--- src/rtl/port_mux_pkg.sv ---
package port_mux_pkg;
    typedef enum logic [1:0] {
        MODE_SC_ALT = 2'd0,
        MODE_ADDR   = 2'd1,
        MODE_MIXED  = 2'd2,
        MODE_SC     = 2'd3
    } port_mode_e;

    localparam int OFF_PU  = 0;
    localparam int OFF_DIR = 1;
    localparam int OFF_DAT = 2;
endpackage

--- src/rtl/pin_sync.sv ---
module pin_sync #(
    parameter int W      = 8,
    parameter int STAGES = 2
) (
    input  logic         clk,
    input  logic         rst_n,
    input  logic [W-1:0] raw,
    output logic [W-1:0] synced
);
    logic [W-1:0] st_d [STAGES];
    logic [W-1:0] st_q [STAGES];

    always_comb begin
        st_d[0] = raw;
        for (int i = 1; i < STAGES; i++) begin
            st_d[i] = st_q[i-1];
        end
    end

    always_ff @(posedge clk or negedge rst_n) begin
        if (!rst_n) begin
            for (int i = 0; i < STAGES; i++) st_q[i] <= '0;
        end else begin
            for (int i = 0; i < STAGES; i++) st_q[i] <= st_d[i];
        end
    end

    assign synced = st_q[STAGES-1];
endmodule

--- src/rtl/port_regs.sv ---
module port_regs
    import port_mux_pkg::*;
#(
    parameter int W  = 8,
    parameter int AW = 2
) (
    input  logic          clk,
    input  logic          rst_n,
    input  logic [1:0]    mode,
    input  logic          hw_stby,
    input  logic          sw_stby,
    input  logic          wr_en,
    input  logic [AW-1:0] wr_addr,
    input  logic [W-1:0]  wr_data,
    output logic [W-1:0]  pu_q,
    output logic [W-1:0]  dir_q,
    output logic [W-1:0]  dat_q
);
    typedef struct packed {
        logic [W-1:0] pu;
        logic [W-1:0] dir;
        logic [W-1:0] dat;
    } regs_t;

    regs_t r_d, r_q;
    logic  locked;

    always_comb begin
        r_d    = r_q;
        locked = (mode == MODE_ADDR);
        if (locked) r_d.dir = '1;
        if (hw_stby) begin
            r_d.pu  = '0;
            r_d.dat = '0;
            if (!locked) r_d.dir = '0;
        end else if (!sw_stby && wr_en) begin
            if (wr_addr == AW'(OFF_PU))              r_d.pu  = wr_data;
            if (wr_addr == AW'(OFF_DIR) && !locked)  r_d.dir = wr_data;
            if (wr_addr == AW'(OFF_DAT))             r_d.dat = wr_data;
        end
    end

    always_ff @(posedge clk or negedge rst_n) begin
        if (!rst_n) r_q <= '0;
        else        r_q <= r_d;
    end

    assign pu_q  = r_q.pu;
    assign dir_q = r_q.dir;
    assign dat_q = r_q.dat;
endmodule

--- src/rtl/pin_mux.sv ---
module pin_mux
    import port_mux_pkg::*;
#(
    parameter int W  = 8,
    parameter int AW = 2
) (
    input  logic [1:0]    mode,
    input  logic          hw_stby,
    input  logic          sw_stby,
    input  logic [W-1:0]  pu_q,
    input  logic [W-1:0]  dir_q,
    input  logic [W-1:0]  dat_q,
    input  logic [W-1:0]  addr_out,
    input  logic [W-1:0]  sync_in,
    input  logic [AW-1:0] rd_addr,
    output logic [W-1:0]  pin_oe,
    output logic [W-1:0]  pin_out,
    output logic [W-1:0]  pin_pu,
    output logic [W-1:0]  rd_data
);
    logic [W-1:0] dir_eff, addr_sel, addr_val;

    always_comb begin
        dir_eff  = (mode == MODE_ADDR) ? '1 : dir_q;
        addr_sel = (mode == MODE_ADDR)  ? '1 :
                   (mode == MODE_MIXED) ? dir_eff : '0;
        addr_val = sw_stby ? '0 : addr_out;
        for (int n = 0; n < W; n++) begin
            if (hw_stby) begin
                pin_oe[n]  = 1'b0;
                pin_out[n] = 1'b0;
                pin_pu[n]  = 1'b0;
            end else begin
                pin_oe[n]  = dir_eff[n];
                pin_out[n] = addr_sel[n] ? addr_val[n] : (dir_eff[n] & dat_q[n]);
                pin_pu[n]  = (mode != MODE_ADDR) & ~dir_eff[n] & pu_q[n];
            end
        end
        if (rd_addr == AW'(OFF_PU))       rd_data = pu_q;
        else if (rd_addr == AW'(OFF_DIR)) rd_data = dir_eff;
        else if (rd_addr == AW'(OFF_DAT)) rd_data = (dir_eff & dat_q) | (~dir_eff & sync_in);
        else                              rd_data = '0;
    end
endmodule

--- src/rtl/port_mux_ctrl.sv ---
module port_mux_ctrl #(
    parameter int W  = 8,
    parameter int AW = 2
) (
    input  logic          clk,
    input  logic          rst_n,
    input  logic [1:0]    mode,
    input  logic          hw_stby,
    input  logic          sw_stby,
    input  logic [AW-1:0] bus_addr,
    input  logic          bus_wr,
    input  logic [W-1:0]  bus_wdata,
    output logic [W-1:0]  bus_rdata,
    input  logic [W-1:0]  addr_out,
    input  logic [W-1:0]  pin_in,
    output logic [W-1:0]  pin_oe,
    output logic [W-1:0]  pin_out,
    output logic [W-1:0]  pin_pu
);
    logic [W-1:0] reg_pu, reg_dir, reg_dat, sync_in;

    pin_sync #(.W(W), .STAGES(2)) u_sync (
        .clk(clk), .rst_n(rst_n), .raw(pin_in), .synced(sync_in)
    );

    port_regs #(.W(W), .AW(AW)) u_regs (
        .clk(clk), .rst_n(rst_n), .mode(mode), .hw_stby(hw_stby),
        .sw_stby(sw_stby), .wr_en(bus_wr), .wr_addr(bus_addr),
        .wr_data(bus_wdata), .pu_q(reg_pu), .dir_q(reg_dir), .dat_q(reg_dat)
    );

    pin_mux #(.W(W), .AW(AW)) u_mux (
        .mode(mode), .hw_stby(hw_stby), .sw_stby(sw_stby),
        .pu_q(reg_pu), .dir_q(reg_dir), .dat_q(reg_dat),
        .addr_out(addr_out), .sync_in(sync_in), .rd_addr(bus_addr),
        .pin_oe(pin_oe), .pin_out(pin_out), .pin_pu(pin_pu), .rd_data(bus_rdata)
    );
endmodule

--- config.mk ---
export PLATFORM = sky130hd
export DESIGN_NAME = port_mux_ctrl
export DESIGN_NICKNAME = d
export VERILOG_FILES = /design/src/rtl/port_mux_pkg.sv /design/src/rtl/pin_sync.sv /design/src/rtl/port_regs.sv /design/src/rtl/pin_mux.sv /design/src/rtl/port_mux_ctrl.sv
export SDC_FILE = /design/constraint.sdc
export NUM_CORES = 1
export LEC_CHECK = 0
export ABC_AREA = 1
export BUFFER_PORTS_ARGS = -buffer_cell sky130_fd_sc_hd__buf_2
export CORE_UTILIZATION = 52
export DETAILED_ROUTE_END_ITERATION = 16
export PLACE_DENSITY = 0.79
export SYNTH_ARGS = -nofsm -noshare
export SYNTH_HDL_FRONTEND = slang
export SYNTH_SLANG_ARGS = --single-unit
--- constraint.sdc ---
create_clock -name clk -period 1.3 [get_ports clk]
set_input_delay 0.26 -clock clk [delete_from_list [all_inputs] [get_ports clk]]
set_output_delay 0.26 -clock clk [all_outputs]
set_load 0.05 [all_outputs]
==> results_dict.tcl, run 1 <==
set metrics [dict create \
    initial_core_util_pct 55.8 \
    status "did not finish" \
    synthMostInstantiatedCell "nand2_1" \
    async_reset_ff_share_pct 100 \
    cts_max_path_buffers 2 \
    yosysWarningCount 0 \
    ys_ff_latch 40 \
    synth_top_family_by_area "simple AND/OR/NAND/NOR gates" \
    clkSinkCount 40 \
    flow.stopped_at "global routing" \
    cts-root-buf "clkbuf_8" \
    die_h_um 68.5 \
    synth_area_leaders "dfrtp_1, nand2_1, inv_1" \
    cts-htree-levels 2 \
    yosys.area_share.simple_pct 30.2 \
    synthMuxAreaShare_pct 0 \
    gp_congestion 0.807 \
    synth_enable_flop_cells 0 \
    ios 65 \
    post_synth.cell_area_avg_um2 7.87 \
    synth_flop_cell "dfrtp_1" \
    postSynthCellCount 292 \
    syn-num-nets 325 \
    synth-compound-area-share_pct 13.2 \
    synth_commonest_cells "nand2_1, inv_1, dfrtp_1" \
    synth_area_um2 2300 \
    seq_area_frac_synth_pct 43.6 \
    io_buffers 64 \
    synth_fa_ha_area_share_pct 0 \
    rows 23 \
    die_x_um 68.5 \
    dp_hpwl_mm 4.67 \
    yosysTopAreaCellShare_pct 43.6 \
    numCtsBuffers 5 \
    grt_start_max_net_pins 41 \
    worst_endpoint_kind "output port" \
    post-place-ws_ps -415 \
    first-error "[ERROR DPL-0038] Utilization greater than 100%, impossible to legalize" \
    ys_types 27 \
    postGrtWorstEndpoint "pin_pu[7]" \
    synth_top_cell_by_area "dfrtp_1" \
    synth-xor-area-share_pct 0 \
]
through the flow:
stage | setup TNS (ps) | cells | utilization, % | hold slack (ps) | cell area [um2]
global placement | -8520 | 438 | 80.3 | 244 | 3310
CTS | -4820 | 453 | 95.5 | 61.8 | 3930
floorplan | -1740 | 292 | - | -35.6 | 2610
detailed placement | -9770 | 438 | 80.3 | 256 | 3310
timing repair:
action	4_1_cts
endpoints found under the hold margin	40
gates resized for setup	139
setup endpoints to repair	32
cloned	1
pin swaps	19
buffers inserted	6
hold buffers	1
cells by family after synthesis:
kind of cell | Yosys count
compound gates | 47
simple gates | 140
buf+inv | 65
flops | 40
==> inputs of run 2 (changes only) <==
- CORE_UTILIZATION: 52 -> 40
- PLACE_DENSITY: 0.79 -> not set
- PLACE_DENSITY_LB_ADDON: not set -> 0.15
==> run 2 against run 1 <==
  * The flow now finishes, with violations (setup timing)
  * Area after synthesis is the same
  * Synthesized cell count unchanged
==> results_dict.tcl, run 2 <==
set metrics [dict create \
    rsz0062_at_grt "yes" \
    dr.pass1.iters 4 \
    clk_latency_ps 290 \
    worstPathRequired_ps 1040 \
    rrSetupSlack_ps 20 \
    fin_ws_ps -254 \
    post_synth.cell_area_avg_um2 7.87 \
    gp_congestion 0.794 \
    hold_depth 1 \
    fmax_ghz 0.643 \
    io_buffers 64 \
    failed_checks "setup timing" \
    final_common_cell "nand2_1" \
    die_x_um 77.8 \
    grt-ovfl-total 0 \
    synth_enable_flop_cells 0 \
    drt_wl_total_mm 7.09 \
    antenna_found_initial 0 \
    final_layout_size_suffix_gt1_share_pct 58.1 \
    grt_pass1_wl_mm 11.9 \
    ys_types 27 \
    first_global_vias 2461 \
    status "complete, but fails checks" \
    clkSinkCount 40 \
    area_growth_syn_to_layout_pct 80.3 \
    ios 65 \
    wl_per_cell_um 14.5 \
    ff2ff_path_depth 9 \
    vdd_ir_drop_max_mv 0.698 \
    synth_area_um2 2300 \
    synth_area_leaders "dfrtp_1, nand2_1, inv_1" \
    post-place-ws_ps -385 \
    dp_hpwl_mm 4.65 \
    slew_headroom_pct 73.4 \
    final_cell_mix "nand2_1, dfrtp_1, inv_1, buf_6, buf_4" \
    min_path_type "input pin to register" \
    cts-root-buf "clkbuf_8" \
    r2r-end "u_regs.dir_q[7]$_DFF_PN0_" \
    p_total_mw 4.12 \
    n_antenna_cell 0 \
    postSynthCellCount 292 \
    grt_usage_pct 25.9 \
    min_from "pin_in[2]" \
    synthMostInstantiatedCell "nand2_1" \
    hold_viol 0 \
    synth_commonest_cells "nand2_1, inv_1, dfrtp_1" \
    pwr_density_cell_nw_per_um2 994 \
    crit_fanout 3 \
    maxSlewViolCount 0 \
    synth_top_cell_by_area "dfrtp_1" \
    initial_core_util_pct 41.7 \
    tns_ps -5590 \
    core_um2 5510 \
    cts-htree-levels 2 \
    seq_area_frac_synth_pct 43.6 \
    r2r-start "u_regs.dir_q[7]$_DFF_PN0_" \
    dieArea_um2 6050 \
    fillers 392 \
    clk_pin_slew_ps 80 \
    yosysTopAreaCellShare_pct 43.6 \
    die_h_um 77.8 \
    tightest_slew_ps 398 \
    cts_tree "done" \
    final_antenna_net_count 0 \
    drc 0 \
    dr_total_vias 2411 \
    numCtsBuffers 5 \
    min_period_ps 1550 \
    min_to "u_sync.st_d[2]$_DFF_PN0_" \
    grt_start_max_net_pins 41 \
    post-route-period-util_pct 120 \
    viasPerCell 4.92 \
    yosysWarningCount 0 \
    setup_viol 32 \
    fin_skew_ps 0.143 \
    critPathKind "register to output port" \
    async_reset_ff_share_pct 100 \
    nNetsFinal 451 \
    critPathLaunchType "register" \
    p_leak_nw 2.10 \
    syn-num-nets 325 \
    cts_max_path_buffers 2 \
    cp-end-kind "output port" \
    ys_ff_latch 40 \
    arrival_ps 1290 \
    drv_cap 0 \
    rows 27 \
    synth_flop_cell "dfrtp_1" \
    drt_iter0_drc 115 \
]
[run 2: worst max path at each step]
stage / from / to / slack, ps
after CTS: u_regs.dir_q[3]$_DFF_PN0_ / pin_out[3] / -250
after detailed placement: mode[1] / bus_rdata[2] / -380
final: u_regs.dir_q[3]$_DFF_PN0_ / pin_out[3] / -250
after floorplan: mode[1] / pin_out[1] / -290
after global routing: u_regs.dir_q[3]$_DFF_PN0_ / pin_pu[3] / -310
after global placement: mode[1] / bus_rdata[5] / -350
[run 2: layout make-up]
cell class	instances	area, um2	share of cell area, %
clock inverters	2	60.1	1.45
well taps	72	90.1	2.18
multi-input cells	187	1440	34.7
inverters	56	226	5.47
flip-flops and latches	40	1000	24.2
repair buffers	128	1260	30.3
clock buffers	5	68.8	1.66
[run 2: worst max-delay path, cell delays in order (launching register included)]
cell and delay, ps:
dfrtp_1 340, inv_2 60, buf_6 110, a21oi_4 160, inv_2 60, a21oi_4 110, buf_6 160
[run 2: power by group]
part,switching [mW],internal (mW)
logic,0.885,0.684
clock network,0.433,0.756
registers,0.0392,1.32
total,1.36,2.76
[run 2: cells by family (layout without fill, tap and decap cells)]
| family | after synthesis | after routing | share of synthesized area, % |
|---|---|---|---|
| and+or+nand+nor | 140 | 140 | 30.2 |
| buffers and inverters | 65 | 191 | 13.0 |
| AOI/OAI and AO/OA | 47 | 47 | 13.2 |
| DFF | 40 | 40 | 43.6 |
[run 2: through the flow]
step                      hold WS (ps)  utilization [%]  instances  instance area, um2
after floorplan                  -35.6                -        292                2610
after global placement             248             61.3        469                3380
after detailed placement           248             61.3        469                3380
after CTS                         59.4             72.8        485                4010
after global routing              52.0             75.2        490                4140
final                             66.2             75.2        490                4140
[run 2: timing repair]
| action | CTS | global route |
|---|---|---|
| setup endpoints to repair | 32 | 32 |
| hold endpoints to repair | 40 | 0 |
| cloned | 1 | 0 |
| gates resized for setup | 125 | 26 |
| hold buffers | 1 | 0 |
| setup buffers | 7 | 6 |
| pin swaps | 9 | 22 |
[run 2: layer usage]
metal	GRT usage [%]	part of all wire (%)	wire length (um)	up-vias
met5	0	0	0	-
met4	8.49	1.0	73	0
met3	4.71	4.8	337	7
met2	45.1	52	3660	73
met1	32.2	43	3020	1151
li1	-	-	-	1180
No activity file was read; power rests on OpenSTA's default activity.
==> inputs of run 3 (changes only) <==
- CORE_MARGIN: not set -> 8
==> run 3 against run 2 <==
  * The run still ends with setup timing left
  * Largest cell class unchanged
  * Clock power down 28%
  * Clock skew about the same
  * Power down 9.9%
  * Count of clock-buffer cells in the layout up 3
  * First-iteration DRC count down 29%
  * Utilization down 3.1 points
  * Wire length up 6.8%
  * Non-clock buffer count down 15
  * Critical path depth unchanged
  * Global-route usage down 7.4 points
  * Die area up 39%
==> results_dict.tcl, run 3 (same netlist as run 2, synthesis figures left out) <==
set metrics [dict create \
    hold_viol 0 \
    numCtsBuffers 5 \
    first_global_vias 2406 \
    cp-end-kind "output port" \
    slowest_delay_ps 340 \
    critPathLaunchType "register" \
    tns_ps -5200 \
    cts_max_path_buffers 2 \
    worstPathRequired_ps 1040 \
    post-route-period-util_pct 120 \
    die_x_um 91.8 \
    final_common_cell "nand2_1" \
    initial_core_util_pct 41.5 \
    drt_iter0_drc 82 \
    p_sw_mw 1.34 \
    seqPwrFrac_pct 36.6 \
    rrSetupSlack_ps 240 \
    min_period_ps 1560 \
    arrival_ps 1300 \
    cts_tree "done" \
    p_total_mw 3.71 \
    cts-root-buf "clkbuf_8" \
    grt_usage_pct 18.5 \
    cts-htree-levels 2 \
    dp.cells 463 \
    drv_cap 0 \
    area_growth_syn_to_layout_pct 73.9 \
    grt-ovfl-total 0 \
    gp_congestion 0.765 \
    fmax_ghz 0.640 \
    grt_start_max_net_pins 41 \
    io_buffers 64 \
    p_leak_nw 2.00 \
    fin_ws_ps -263 \
    core_um2 5540 \
    clk_pin_slew_ps 80 \
    fin_cells 477 \
    die_h_um 91.8 \
    rows 27 \
    multi_input_area_um2 1450 \
    dp_hpwl_mm 5.21 \
    tightest_slew_ps 272 \
    rsz0062_at_grt "yes" \
    pwr_density_cell_nw_per_um2 929 \
    drt_wl_total_mm 7.58 \
    n_antenna_cell 0 \
    status "complete, but fails checks" \
    clkPwrFrac_pct 23.0 \
    crit_slowest_cell "dfrtp_1" \
    final_layout_size_suffix_gt1_share_pct 56.0 \
    fillers 427 \
    setup_viol 32 \
    grt_pass1_wl_mm 12.4 \
    maxSlewViolCount 0 \
    failed_checks "setup timing" \
    drc 0 \
    fin_skew_ps 0.513 \
    ios 65 \
    dr.pass1.iters 4 \
    crit_fanout 3 \
    min_path_type "input pin to register" \
    dr_total_vias 2346 \
    seq_area_um2 1000 \
    p_int_mw 2.37 \
    antenna_found_initial 0 \
    critPathKind "register to output port" \
    slew_headroom_pct 81.9 \
    nNetsFinal 437 \
    final_cell_mix "nand2_1, dfrtp_1, inv_1" \
    final_antenna_net_count 0 \
    p_sw_share_pct 36.1 \
    viasPerCell 4.92 \
    power_frac_comb_pct 40.4 \
    wl_per_cell_um 15.9 \
    worstPathCellList "inv_2 -> buf_6 -> a21oi_4 -> inv_2 -> a21oi_4 -> buf_6" \
    clk_latency_ps 290 \
    dieArea_um2 8420 \
    clkSinkCount 40 \
    vdd_ir_drop_max_mv 0.693 \
]
run 3: repair_timing:
item / in CTS / in global routing
resized for setup: 134 / 16
hold endpoints to repair: 40 / 0
buffers inserted: 2 / 2
hold buffers: 1 / 0
gates cloned: 1 / 0
pin swaps: 12 / 12
setup endpoints to repair: 32 / 32
run 3: metrics by stage:
step,utilization [%],area (um2),worst slack (ps),hold WS [ps]
global route,72.1,3990,-327,57.1
global placement,60.3,3340,-348,247
detailed placement,60.3,3340,-369,249
floorplan,-,2610,-292,-35.6
CTS,70.7,3920,-272,62.3
finish,72.1,3990,-263,67.6
run 3: area by class of cell:
| type | count | share of cell area (%) |
|---|---|---|
| flip-flops and latches | 40 | 25.1 |
| multi-input cells | 188 | 36.3 |
| inverters | 56 | 5.67 |
| repair buffers | 113 | 28.5 |
| clock buffers | 8 | 2.26 |
| well taps | 72 | 2.26 |
run 3: worst paths after layout:
| path | startpoint | to | cells past startpoint |
|---|---|---|---|
| min in group asynchronous | rst_n | u_regs.dir_q[0]$_DFF_PN0_ | 3 |
| worst max-delay path | u_regs.dir_q[3]$_DFF_PN0_ | pin_out[3] | 6 |
| worst min register to register | u_sync.st_d[1]$_DFF_PN0_ | u_sync.synced[1]$_DFF_PN0_ | 0 |
| worst min-delay path | pin_in[7] | u_sync.st_d[7]$_DFF_PN0_ | 1 |
| worst max register to register | u_regs.dir_q[6]$_DFF_PN0_ | u_regs.dir_q[6]$_DFF_PN0_ | 7 |
| max in group asynchronous | rst_n | u_sync.synced[5]$_DFF_PN0_ | 3 |
run 3: per-layer routing:
metal	share of wire [%]	wire length, um	vias to the layer above	GRT usage (%)
li1	-	-	1150	-
met1	42	3170	1116	22.8
met2	50	3820	67	30.9
met3	5.9	447	13	4.24
met4	1.8	136	0	6.71
met5	0	0	-	0
run 3: power groups by stage:
stage          logic (mW)  registers, mW  clock network, mW
2_1_floorplan       0.781           1.36                  0
6_report             1.50           1.36              0.855
5_1_grt              1.59           1.36              0.937
3_3_place_gp         1.17           1.37                  0
3_5_place_dp         1.18           1.37                  0
4_1_cts              1.45           1.36              0.883
run 3: critical path, delay by kind of cell, from the launching register on:
family,cells,cell delay (ps)
AO/OA/AOI/OAI,2,280
buffers and inverters,4,390
flip-flops,1,340
==> inputs of run 4 (changes only) <==
- GPL_TIMING_DRIVEN: not set -> 0
- clock period: 1.3 -> 1.5 ns (I/O delays scaled with it)
==> run 4 against run 3 <==
  * Critical path depth is 2 higher
  * Critical endpoint is now pin_out[1]
  * Sequential share of layout area is 2.3 points higher
  * Largest power group is now registers
  * Hold slack better by 30 ps
  * Combinational power is 25% lower
  * The run still ends with setup timing left
==> results_dict.tcl, run 4 (same netlist as run 2, synthesis figures left out) <==
set metrics [dict create \
    vdd_ir_drop_max_mv 0.629 \
    die_x_um 91.8 \
    clk_pin_slew_ps 80 \
    dp_hpwl_mm 4.92 \
    fmax_ghz 0.629 \
    cts_tree "done" \
    fin_skew_ps 1.07 \
    drc 0 \
    grt-ovfl-total 0 \
    failed_checks "setup timing" \
    grt_pass1_wl_mm 12.0 \
    core_um2 5540 \
    n_antenna_cell 0 \
    final_common_cell "nand2_1" \
    cts_hold_buffers 0 \
    critPathLaunchType "input pin" \
    drt_wl_total_mm 7.65 \
    numCtsBuffers 5 \
    post-place-ws_ps -360 \
    post-route-period-util_pct 106 \
    initial_core_util_pct 41.5 \
    gp_congestion 0.844 \
    cts-root-buf "clkbuf_8" \
    crit_fanout 7 \
    final_layout_size_suffix_gt1_share_pct 53.6 \
    cts_max_path_buffers 2 \
    rsz0062_at_grt "yes" \
    tightest_slew_ps 911 \
    cts-htree-levels 2 \
    fin_ws_ps -89.0 \
    ios 65 \
    whs_ps 97.1 \
    maxSlewViolCount 0 \
    status "complete, but fails checks" \
    antenna_found_initial 0 \
    slew_headroom_pct 39.3 \
    io_buffers 63 \
    final_cell_mix "nand2_1, dfrtp_1, inv_1" \
    clk_latency_ps 290 \
    grt_start_max_net_pins 41 \
    wl_per_cell_um 17.0 \
    clkSinkCount 40 \
    critPathKind "input pin to output port" \
    drv_cap 0 \
    min_period_ps 1590 \
    first_global_vias 2326 \
    grt_usage_pct 18.1 \
    final_antenna_net_count 0 \
    arrival_ps 1290 \
    dieArea_um2 8420 \
    pwr_density_cell_nw_per_um2 837 \
    rows 27 \
    dr_total_vias 2267 \
    min_path_type "input pin to register" \
    worstPathRequired_ps 1200 \
    cp-end-kind "output port" \
    drt_iter0_drc 144 \
    p_leak_nw 1.83 \
    area_growth_syn_to_layout_pct 59.5 \
    hold_viol 0 \
    dr.pass1.iters 4 \
    die_h_um 91.8 \
    setup_viol 17 \
    nNetsFinal 409 \
    rrSetupSlack_ps 480 \
    viasPerCell 5.05 \
]
## run 4: area by class of cell
type | instances | area [um2]
inverter | 56 | 235
clock buffer | 6 | 82.6
buffer | 9 | 121
clock inverter | 2 | 10.0
fill | 468 | 1880
tap | 72 | 90.1
timing repair buffer | 76 | 678
multi-input combinational | 188 | 1450
sequential | 40 | 1000
## run 4: where the power goes
part           total (mW)  switching [mW]  internal (mW)
logic                1.13           0.735          0.399
registers            1.18          0.0323           1.14
clock network       0.759           0.391          0.367
## run 4: through the flow
step	util [%]	std cells	setup TNS [ps]	cell area [um2]	power, mW
2_1_floorplan	-	292	-973	2540	1.83
3_3_place_gp	53.3	427	-5530	2950	2.05
3_5_place_dp	53.3	427	-5630	2950	2.06
4_1_cts	63.1	445	-729	3490	3.00
5_1_grt	66.1	449	-1640	3660	3.19
6_report	66.1	449	-780	3660	3.07
## run 4: worst paths after layout
path | start | endpoint | depth (start not counted)
setup / recovery | mode[1] | pin_out[1] | 8
hold / removal | pin_in[1] | u_sync.st_d[1]$_DFF_PN0_ | 1
setup reg to reg | u_regs.dir_q[2]$_DFF_PN0_ | u_regs.dir_q[2]$_DFF_PN0_ | 7
hold reg to reg | u_sync.st_d[3]$_DFF_PN0_ | u_sync.synced[3]$_DFF_PN0_ | 0
max in group asynchronous | rst_n | u_regs.pu_q[3]$_DFFE_PN0P_ | 1
min in group asynchronous | rst_n | u_sync.st_d[3]$_DFF_PN0_ | 1
## run 4: layer usage
metal | wire [um] | GRT usage [%] | vias up | part of all wire [%]
met5 | 0 | 0 | - | 0
met4 | 128 | 6.04 | 0 | 1.7
met3 | 405 | 4.32 | 12 | 5.3
met2 | 3910 | 30.9 | 66 | 51
met1 | 3200 | 21.9 | 1085 | 42
li1 | - | - | 1104 | -
## run 4: timing repair
| item | CTS | global route |
|---|---|---|
| setup endpoints to repair | 32 | 30 |
| pin swaps | 20 | 15 |
| resized for setup | 104 | 36 |
| gates cloned | 2 | 1 |
| setup buffers | 8 | 3 |
## run 4: worst max-delay path, stage by stage
cell     delay (ps)
buf_12          120
inv_16           50
nand2_8          80
buf_16          160
a21oi_4         190
o21ai_2         110
nor2_4          120
buf_8           160
